<file path="config.mk">
export PLATFORM = sky130hd
export DESIGN_NAME = bytecode_dispatch
export DESIGN_NICKNAME = d
export VERILOG_FILES = /design/src/rtl/bdisp_pkg.sv /design/src/rtl/bdisp_ctrl.sv /design/src/rtl/bdisp_vpc.sv /design/src/rtl/bdisp_target.sv /design/src/rtl/bytecode_dispatch.sv
export SDC_FILE = /design/constraint.sdc
export NUM_CORES = 1
export LEC_CHECK = 0
export CELL_PAD_IN_SITES_DETAIL_PLACEMENT = 2
export CELL_PAD_IN_SITES_GLOBAL_PLACEMENT = 2
export CORE_ASPECT_RATIO = 1.25
export CORE_MARGIN = 2
export CORE_UTILIZATION = 26
export CTS_CLUSTER_SIZE = 20
export DETAILED_ROUTE_END_ITERATION = 12
export PLACE_DENSITY = 0.95
export SYNTH_ARGS = -nofsm -noshare
export SYNTH_HDL_FRONTEND = slang
export SYNTH_SLANG_ARGS = --single-unit
</file>
<file path="constraint.sdc">
create_clock -name clk -period 4.1 [get_ports clk]
set_input_delay 1.23 -clock clk [delete_from_list [all_inputs] [get_ports clk]]
set_output_delay 1.23 -clock clk [all_outputs]
set_load 0.02 [all_outputs]
</file>
<file path="src/rtl/bdisp_pkg.sv">
package bdisp_pkg;
    typedef enum logic [0:0] {
        ST_RUN   = 1'b0,
        ST_FETCH = 1'b1
    } bd_state_e;
endpackage

</file>
<file path="src/rtl/bdisp_ctrl.sv">
module bdisp_ctrl
    import bdisp_pkg::*;
#(
    parameter int Y_W = 8
) (
    input  logic           clk,
    input  logic           rst,
    input  logic           is_dispatch,
    input  logic           evt_in,
    input  logic [Y_W-1:0] y_in,
    output bd_state_e      state,
    output logic           evt_q,
    output logic [Y_W-1:0] y_q,
    output logic           fetch_go,
    output logic           ram_re,
    output logic           take_jump,
    output logic           take_slot,
    output logic           pc_adv
);
    bd_state_e state_nxt;

    // state register
    always_ff @(posedge clk) begin
        if (rst) state <= ST_RUN;
        else     state <= state_nxt;
    end

    // transitions: STEP, DISPATCH_START, DISPATCH_JUMP
    always_comb begin
        state_nxt = state;
        unique case (state)
            ST_RUN:   if (is_dispatch) state_nxt = ST_FETCH;
            ST_FETCH: state_nxt = ST_RUN;
            default:  state_nxt = ST_RUN;
        endcase
    end

    // outputs decoded from the state
    always_comb begin
        fetch_go  = 1'b0;
        ram_re    = 1'b0;
        take_jump = 1'b0;
        take_slot = 1'b0;
        pc_adv    = 1'b0;
        unique case (state)
            ST_RUN: begin
                fetch_go = is_dispatch;
                ram_re   = is_dispatch & ~evt_in;
                pc_adv   = ~is_dispatch;
            end
            ST_FETCH: begin
                take_jump = 1'b1;
                take_slot = ~evt_q;
            end
            default: ;
        endcase
    end

    // event and page captured once, at the start of the dispatch
    always_ff @(posedge clk) begin
        if (rst) begin
            evt_q <= 1'b0;
            y_q   <= '0;
        end else if (fetch_go) begin
            evt_q <= evt_in;
            y_q   <= y_in;
        end
    end

    p_fetch_one_cycle_r9: assert property (@(posedge clk) disable iff (rst)
        (state == ST_FETCH) |=> (state == ST_RUN));
    p_sample_hold_r6: assert property (@(posedge clk) disable iff (rst)
        (state == ST_FETCH) |=> ($stable(evt_q) && $stable(y_q)));
endmodule

</file>
<file path="src/rtl/bdisp_vpc.sv">
module bdisp_vpc #(
    parameter int VPC_W = 16
) (
    input  logic             clk,
    input  logic             rst,
    input  logic             ld,
    input  logic [VPC_W-1:0] ld_val,
    input  logic             inc,
    output logic [VPC_W-1:0] q
);
    localparam logic [VPC_W-1:0] VPC_ONE = {{(VPC_W-1){1'b0}}, 1'b1};

    always_ff @(posedge clk) begin
        if (rst)      q <= '0;
        else if (ld)  q <= ld_val;
        else if (inc) q <= q + VPC_ONE;
    end

    p_vpc_load_r8: assert property (@(posedge clk) disable iff (rst)
        ld |=> (q == $past(ld_val)));
    p_vpc_inc_r4: assert property (@(posedge clk) disable iff (rst)
        (inc && !ld) |=> (q == $past(q) + VPC_ONE));
    p_vpc_hold_r5: assert property (@(posedge clk) disable iff (rst)
        (!inc && !ld) |=> $stable(q));
endmodule

</file>
<file path="src/rtl/bdisp_target.sv">
module bdisp_target #(
    parameter int             PC_W   = 16,
    parameter int             OP_W   = 8,
    parameter int             SLOT_W = 4,
    parameter int             Y_W    = 8,
    parameter logic [PC_W-1:0] VECTOR = '0
) (
    input  logic [Y_W-1:0]  y_q,
    input  logic [OP_W-1:0] opcode,
    input  logic            evt_q,
    output logic [PC_W-1:0] jump_pc
);
    localparam int PAGE_BITS = PC_W - OP_W - SLOT_W;

    logic [PC_W-1:0] slot_pc;

    generate
        if (PAGE_BITS > 0) begin : g_paged
            assign slot_pc = {y_q[Y_W-1 -: PAGE_BITS], opcode, {SLOT_W{1'b0}}};
        end else begin : g_flat
            assign slot_pc = {opcode, {SLOT_W{1'b0}}};
        end
    endgenerate

    assign jump_pc = evt_q ? VECTOR : slot_pc;
endmodule

</file>
<file path="src/rtl/bytecode_dispatch.sv">
module bytecode_dispatch
    import bdisp_pkg::*;
#(
    parameter int              PC_W   = 16,
    parameter int              VPC_W  = 16,
    parameter int              OP_W   = 8,
    parameter int              SLOT_W = 4,
    parameter int              Y_W    = 8,
    parameter logic [PC_W-1:0] VECTOR = '0
) (
    input  logic             clk,
    input  logic             rst,
    input  logic             is_dispatch,
    input  logic             evt_in,
    input  logic [Y_W-1:0]   y_page,
    output logic [VPC_W-1:0] ram_addr,
    output logic             ram_re,
    input  logic [OP_W-1:0]  ram_rdata,
    input  logic             vpc_ld,
    input  logic [VPC_W-1:0] vpc_ld_val,
    output logic [VPC_W-1:0] vpc_q,
    output logic [PC_W-1:0]  pc,
    output logic             busy
);
    localparam logic [PC_W-1:0] PC_ONE = {{(PC_W-1){1'b0}}, 1'b1};

    bd_state_e       state;
    logic            evt_q, fetch_go, take_jump, take_slot, pc_adv;
    logic [Y_W-1:0]  y_q;
    logic [PC_W-1:0] jump_pc, pc_q, pc_nxt;

    bdisp_ctrl #(.Y_W(Y_W)) u_ctrl (
        .clk(clk), .rst(rst), .is_dispatch(is_dispatch), .evt_in(evt_in),
        .y_in(y_page), .state(state), .evt_q(evt_q), .y_q(y_q),
        .fetch_go(fetch_go), .ram_re(ram_re), .take_jump(take_jump),
        .take_slot(take_slot), .pc_adv(pc_adv)
    );

    bdisp_vpc #(.VPC_W(VPC_W)) u_vpc (
        .clk(clk), .rst(rst), .ld(vpc_ld), .ld_val(vpc_ld_val),
        .inc(take_slot), .q(vpc_q)
    );

    bdisp_target #(
        .PC_W(PC_W), .OP_W(OP_W), .SLOT_W(SLOT_W), .Y_W(Y_W), .VECTOR(VECTOR)
    ) u_target (
        .y_q(y_q), .opcode(ram_rdata), .evt_q(evt_q), .jump_pc(jump_pc)
    );

    // a load in the start cycle is also the read address
    assign ram_addr = vpc_ld ? vpc_ld_val : vpc_q;

    always_comb begin
        pc_nxt = pc_q;
        if (take_jump)   pc_nxt = jump_pc;
        else if (pc_adv) pc_nxt = pc_q + PC_ONE;
    end

    always_ff @(posedge clk) begin
        if (rst) pc_q <= '0;
        else     pc_q <= pc_nxt;
    end

    assign pc   = pc_q;
    assign busy = (state == ST_FETCH);

    p_pc_step_r2: assert property (@(posedge clk) disable iff (rst)
        ((state == ST_RUN) && !is_dispatch) |=> (pc == $past(pc) + PC_ONE));
    p_pc_hold_r9: assert property (@(posedge clk) disable iff (rst)
        ((state == ST_RUN) && is_dispatch) |=> $stable(pc));
    p_slot_align_r3: assert property (@(posedge clk) disable iff (rst)
        take_slot |=> (pc[SLOT_W-1:0] == '0));
    p_vector_r5: assert property (@(posedge clk) disable iff (rst)
        (busy && evt_q) |=> (pc == VECTOR));
    p_read_place_r7: assert property (@(posedge clk) disable iff (rst)
        ram_re |-> (!busy && is_dispatch && !evt_in));
    p_busy_single_r9: assert property (@(posedge clk) disable iff (rst)
        busy |=> !busy);
endmodule

</file>
# After elaboration in Yosys (flattened, before gate mapping)

Cells that the tools add are included.

Add/subtract/negate cells: 2
Muxes and demuxes: 13
Bitwise logic cells: 5
Reductions and logical operators: 2

Operators with widths:

| kind                                                            | count |
|---|---|
| 16-bit 2-to-1 mux                                               | 6 |
| 16-bit by 1-bit adder with 16-bit output, second input constant | 2 |
| 1-bit 2-to-1 mux                                                | 6 |
| 1-bit NOT                                                       | 4 |
| 2-bit nonzero test                                              | 2 |
| 1-bit case mux with 2 select lines                              | 1 |
| 1-bit AND                                                       | 1 |

Register bits after elaboration: 42
Input bits: 37
Output and inout port bits: 50
Word-level logic and storage cells: 27

# Longest topological paths before layout

Depth after elaboration: 4
Depth in mapped cells: 6
Mapped depth without buffers: 5

# By module

From an unflattened synthesis, not the netlist that was laid out.

Cell total of the unflattened synthesis: 297
Area total of the unflattened synthesis: 2811.4 um2

Modules (own cells, without submodules):

| module            | instances | cells an instance | area an instance (um2) | sequential area each (um2) |
|---|---|---|---|---|
| bytecode_dispatch | 1         | 120               | 1093.5                 | 320.3 |
| bdisp_vpc         | 1         | 112               | 984.7                  | 320.3 |
| bdisp_ctrl        | 1         | 47                | 573.0                  | 200.2 |
| bdisp_target      | 1         | 18                | 160.2                  | 0.0 |

# Worst setup path after synthesis

No wires, ideal clock.

Path type: input to output
Start point: input vpc_ld
End point: output ram_addr[10]
Arrival: 2.273 ns
Required time: 2.870 ns
Setup slack: 0.597 ns
Stages on the path: 3
Path buffers: 2
Path through: clkbuf_1 buf_1 mux2_2

Cells in the longest elaborated chain, start to end: 1

Ends and longest elaborated chain:

| element           | RTL line                | RTL |
|---|---|---|
| start, declared   | bytecode_dispatch.sv:19 | `input logic vpc_ld,` |
| 16-bit 2-to-1 mux | bytecode_dispatch.sv:51 | `assign ram_addr = vpc_ld ? vpc_ld_val : vpc_q;` |
| end, declared     | bytecode_dispatch.sv:16 | `output logic [VPC_W-1:0] ram_addr,` |

No other way between the ends.

# Final worst setup path

Start point: input vpc_ld
End point: output ram_addr[13]

Same word-level chain as after synthesis.

==> impl_metrics.toml <==
[power_and_ir_drop]
p_per_area_mw_per_mm2 = 288.5
p_leak_nw = 1.222
irDropWorstVdd_mv = 0.1111

[cells_and_area]
final_common_cell = "clkdlybuf4s50_1"
antenna_cells = 0
fin_nets = 389
area_growth_syn_to_layout_pct = 46.93
layout_common_cells = "clkdlybuf4s50_1, dfxtp_1, nand2_1"
drive_above_1_share = 0.08547

[sta]
fin_setup_tns_ns = 0
finalSetupViolCount = 0
drv_slew = 0
hold_violations = 0
worst_slew_pin_slew_ns = 0.7829
fin_crit_sh = 0.9862
setup_slack_ns = 0.05648
period_minus_slack_ns = 4.044
skew_ns = 0.01063
rsz0062_at_grt = "no"
fmax_mhz = 247.3
maxSlewHeadroom = 0.4770

[grt]
track_usage = 0.1865
grt.busiest_layer = "met2"
grt_pass1_vias = 2693
grtUsageMet2 = 0.3516
grt_max_degree = 36
grt_antenna_before_repair = 0
gr-usage-met3 = 0.04270
grt_overflow_total = 0
grt_pass1_wl_um = 13540
use_met1 = 0.2072

[critical_path]
reg2reg_slack_ns = 1.96
reg2reg_depth = 5
cp-start-kind = "input pin"
rr_endpoint = "u_vpc.q[14]"
r2r_start = "u_vpc.q[1]"
critical_path.max_fanout = 28
end_kind = "primary output"
worstSetupPathType = "input pin to primary output"
critPathArrivalTime_ns = 2.81
cp_data_required_time_ns = 2.87

[cts]
cts_buffers = 5
clkLatencyLatePin_ns = 0.30
post_cts_buffers = 0
cts_resized = 0
cts.path.max_buffers = 2
htreeDepth = 2
cts_root_buf = "clkbuf_8"
clk_pin_slew_ns = 0.07
cts_num_sinks = 38
cts_tree = "built"
postCtsHoldBufs = 0

[floorplan]
die_width_um = 85.97
core_mm2 = 0.008194
start_util = 0.2665
row_count = 37
die_area_mm2 = 0.009151
io_pins = 87
die_h_um = 106.5

[synthesis]
synth.avg_cell_area_um2 = 8.027
syn_nets = 311
async_reset_ff_frac = 0
synth_cells = 272
synth_cell_types = 47
ys_seq_area_frac = 0.3484
ys_ff_latch = 38
synth_edf_count = 0
syn_area_mm2 = 0.002183
synth_top_flop_cell = "dfxtp_1"
yosysWarnings = 0

[detailed_routing]
drt_wl_total_um = 8113
wl_per_cell_um = 18.11
vias_per_cell = 5.225
vias = 2341
first_iter_violations = 36
drt_pass1_iterations = 4
drc = 0
ant_nets = 0

[worst_hold_path]
hp-class = "register to register"
holdCritStartpoint = "u_ctrl.y_q[4]"
hold_depth = 2
hold-path-endpoint = "u_ctrl.y_q[4]"

[placed_design]
gp_congestion = 0.8666
pre_cts_ws_ns = 0.02811
dp_hpwl_um = 6354
portBuffers = 82

[flow_run]
maxCapViolCount = 0

[status]
status = "finished, final reports clean"
## sequential cells by signal, indices dropped and copies added (netlist names)
name	cells
u_ctrl.evt_q	1
u_vpc.q	16
pc	16
u_ctrl.y_q	4
u_ctrl.state	1
## power by group
group	internal [mW]	total [mW]	switching (mW)
logic	0.122	0.239	0.118
clock network	0.120	0.264	0.144
registers	0.391	0.422	0.0316
total	0.633	0.926	0.293
## area by class of cell
type	instances	area (µm²)
well taps	97	121.4
inverters	7	26.28
clock buffers	6	72.57
clock inverters	2	13.76
fillers	923	4986
repair buffers	88	888.4
flip-flops and latches	38	760.7
multi-input cells	210	1325
## synthesized netlist by cell type (7+ instances only)
cell | count | share of area
a211oi_1 | 8 | 0.028
a21oi_1 | 13 | 0.030
clkbuf_1 | 14 | 0.024
dfxtp_1 | 38 | 0.35
mux2_2 | 10 | 0.052
nand2_1 | 36 | 0.062
nand3_1 | 10 | 0.023
nand4_1 | 9 | 0.026
nor2_1 | 28 | 0.048
nor2b_1 | 7 | 0.020
o21ai_0 | 15 | 0.034
xnor2_1 | 10 | 0.040
xor2_1 | 8 | 0.032
## through the flow
step	util	hold WS [ns]	std cells	power, mW	instance area [µm²]
finish	0.3915	0.4665	448	0.9256	3208
global route	0.3915	0.4938	448	0.9723	3208
CTS	0.3903	0.4678	448	0.9419	3198
detailed placement	0.3798	0.4568	440	0.6743	3112
global placement	0.3798	0.4445	440	0.6603	3112
floorplan	-	0.4320	272	0.5420	2183
## worst max-delay path: stages
cell and delay, ns:
clkdlybuf4s50_1 0.51, buf_12 0.19, mux2_2 0.35, clkdlybuf4s50_1 0.54
## layer usage
layer | up-vias | routed length (µm)
li1 | 1123 | -
met1 | 1141 | 3239
met2 | 66 | 4363
met3 | 11 | 396
met4 | 0 | 114
met5 | - | 0
## how the worst max path moves through the flow
stage | start | to | slack [ns]
6_report | vpc_ld | ram_addr[13] | 0.06
5_1_grt | vpc_ld | ram_addr[10] | 0.003
4_1_cts | vpc_ld | ram_addr[6] | 0.03
3_5_place_dp | vpc_ld | ram_addr[6] | 0.03
3_3_place_gp | vpc_ld | ram_addr[11] | 0.06
2_1_floorplan | vpc_ld | ram_addr[10] | 0.60
## cell families (layout without fill, tap and decap cells)
| logic type | count (synthesis) | count (layout) | share of synthesized area |
|---|---|---|---|
| DFF | 38 | 38 | 0.3484 |
| AOI/OAI and AO/OA | 52 | 52 | 0.1524 |
| xor gates and xnor gates | 18 | 18 | 0.07221 |
| adders and majority gates | 2 | 2 | 0.01146 |
| buffers and inverters | 24 | 103 | 0.04470 |
| and+or+nand+nor | 125 | 125 | 0.3054 |
| muxes | 13 | 13 | 0.06533 |
Power figures use the tool's default switching activity.
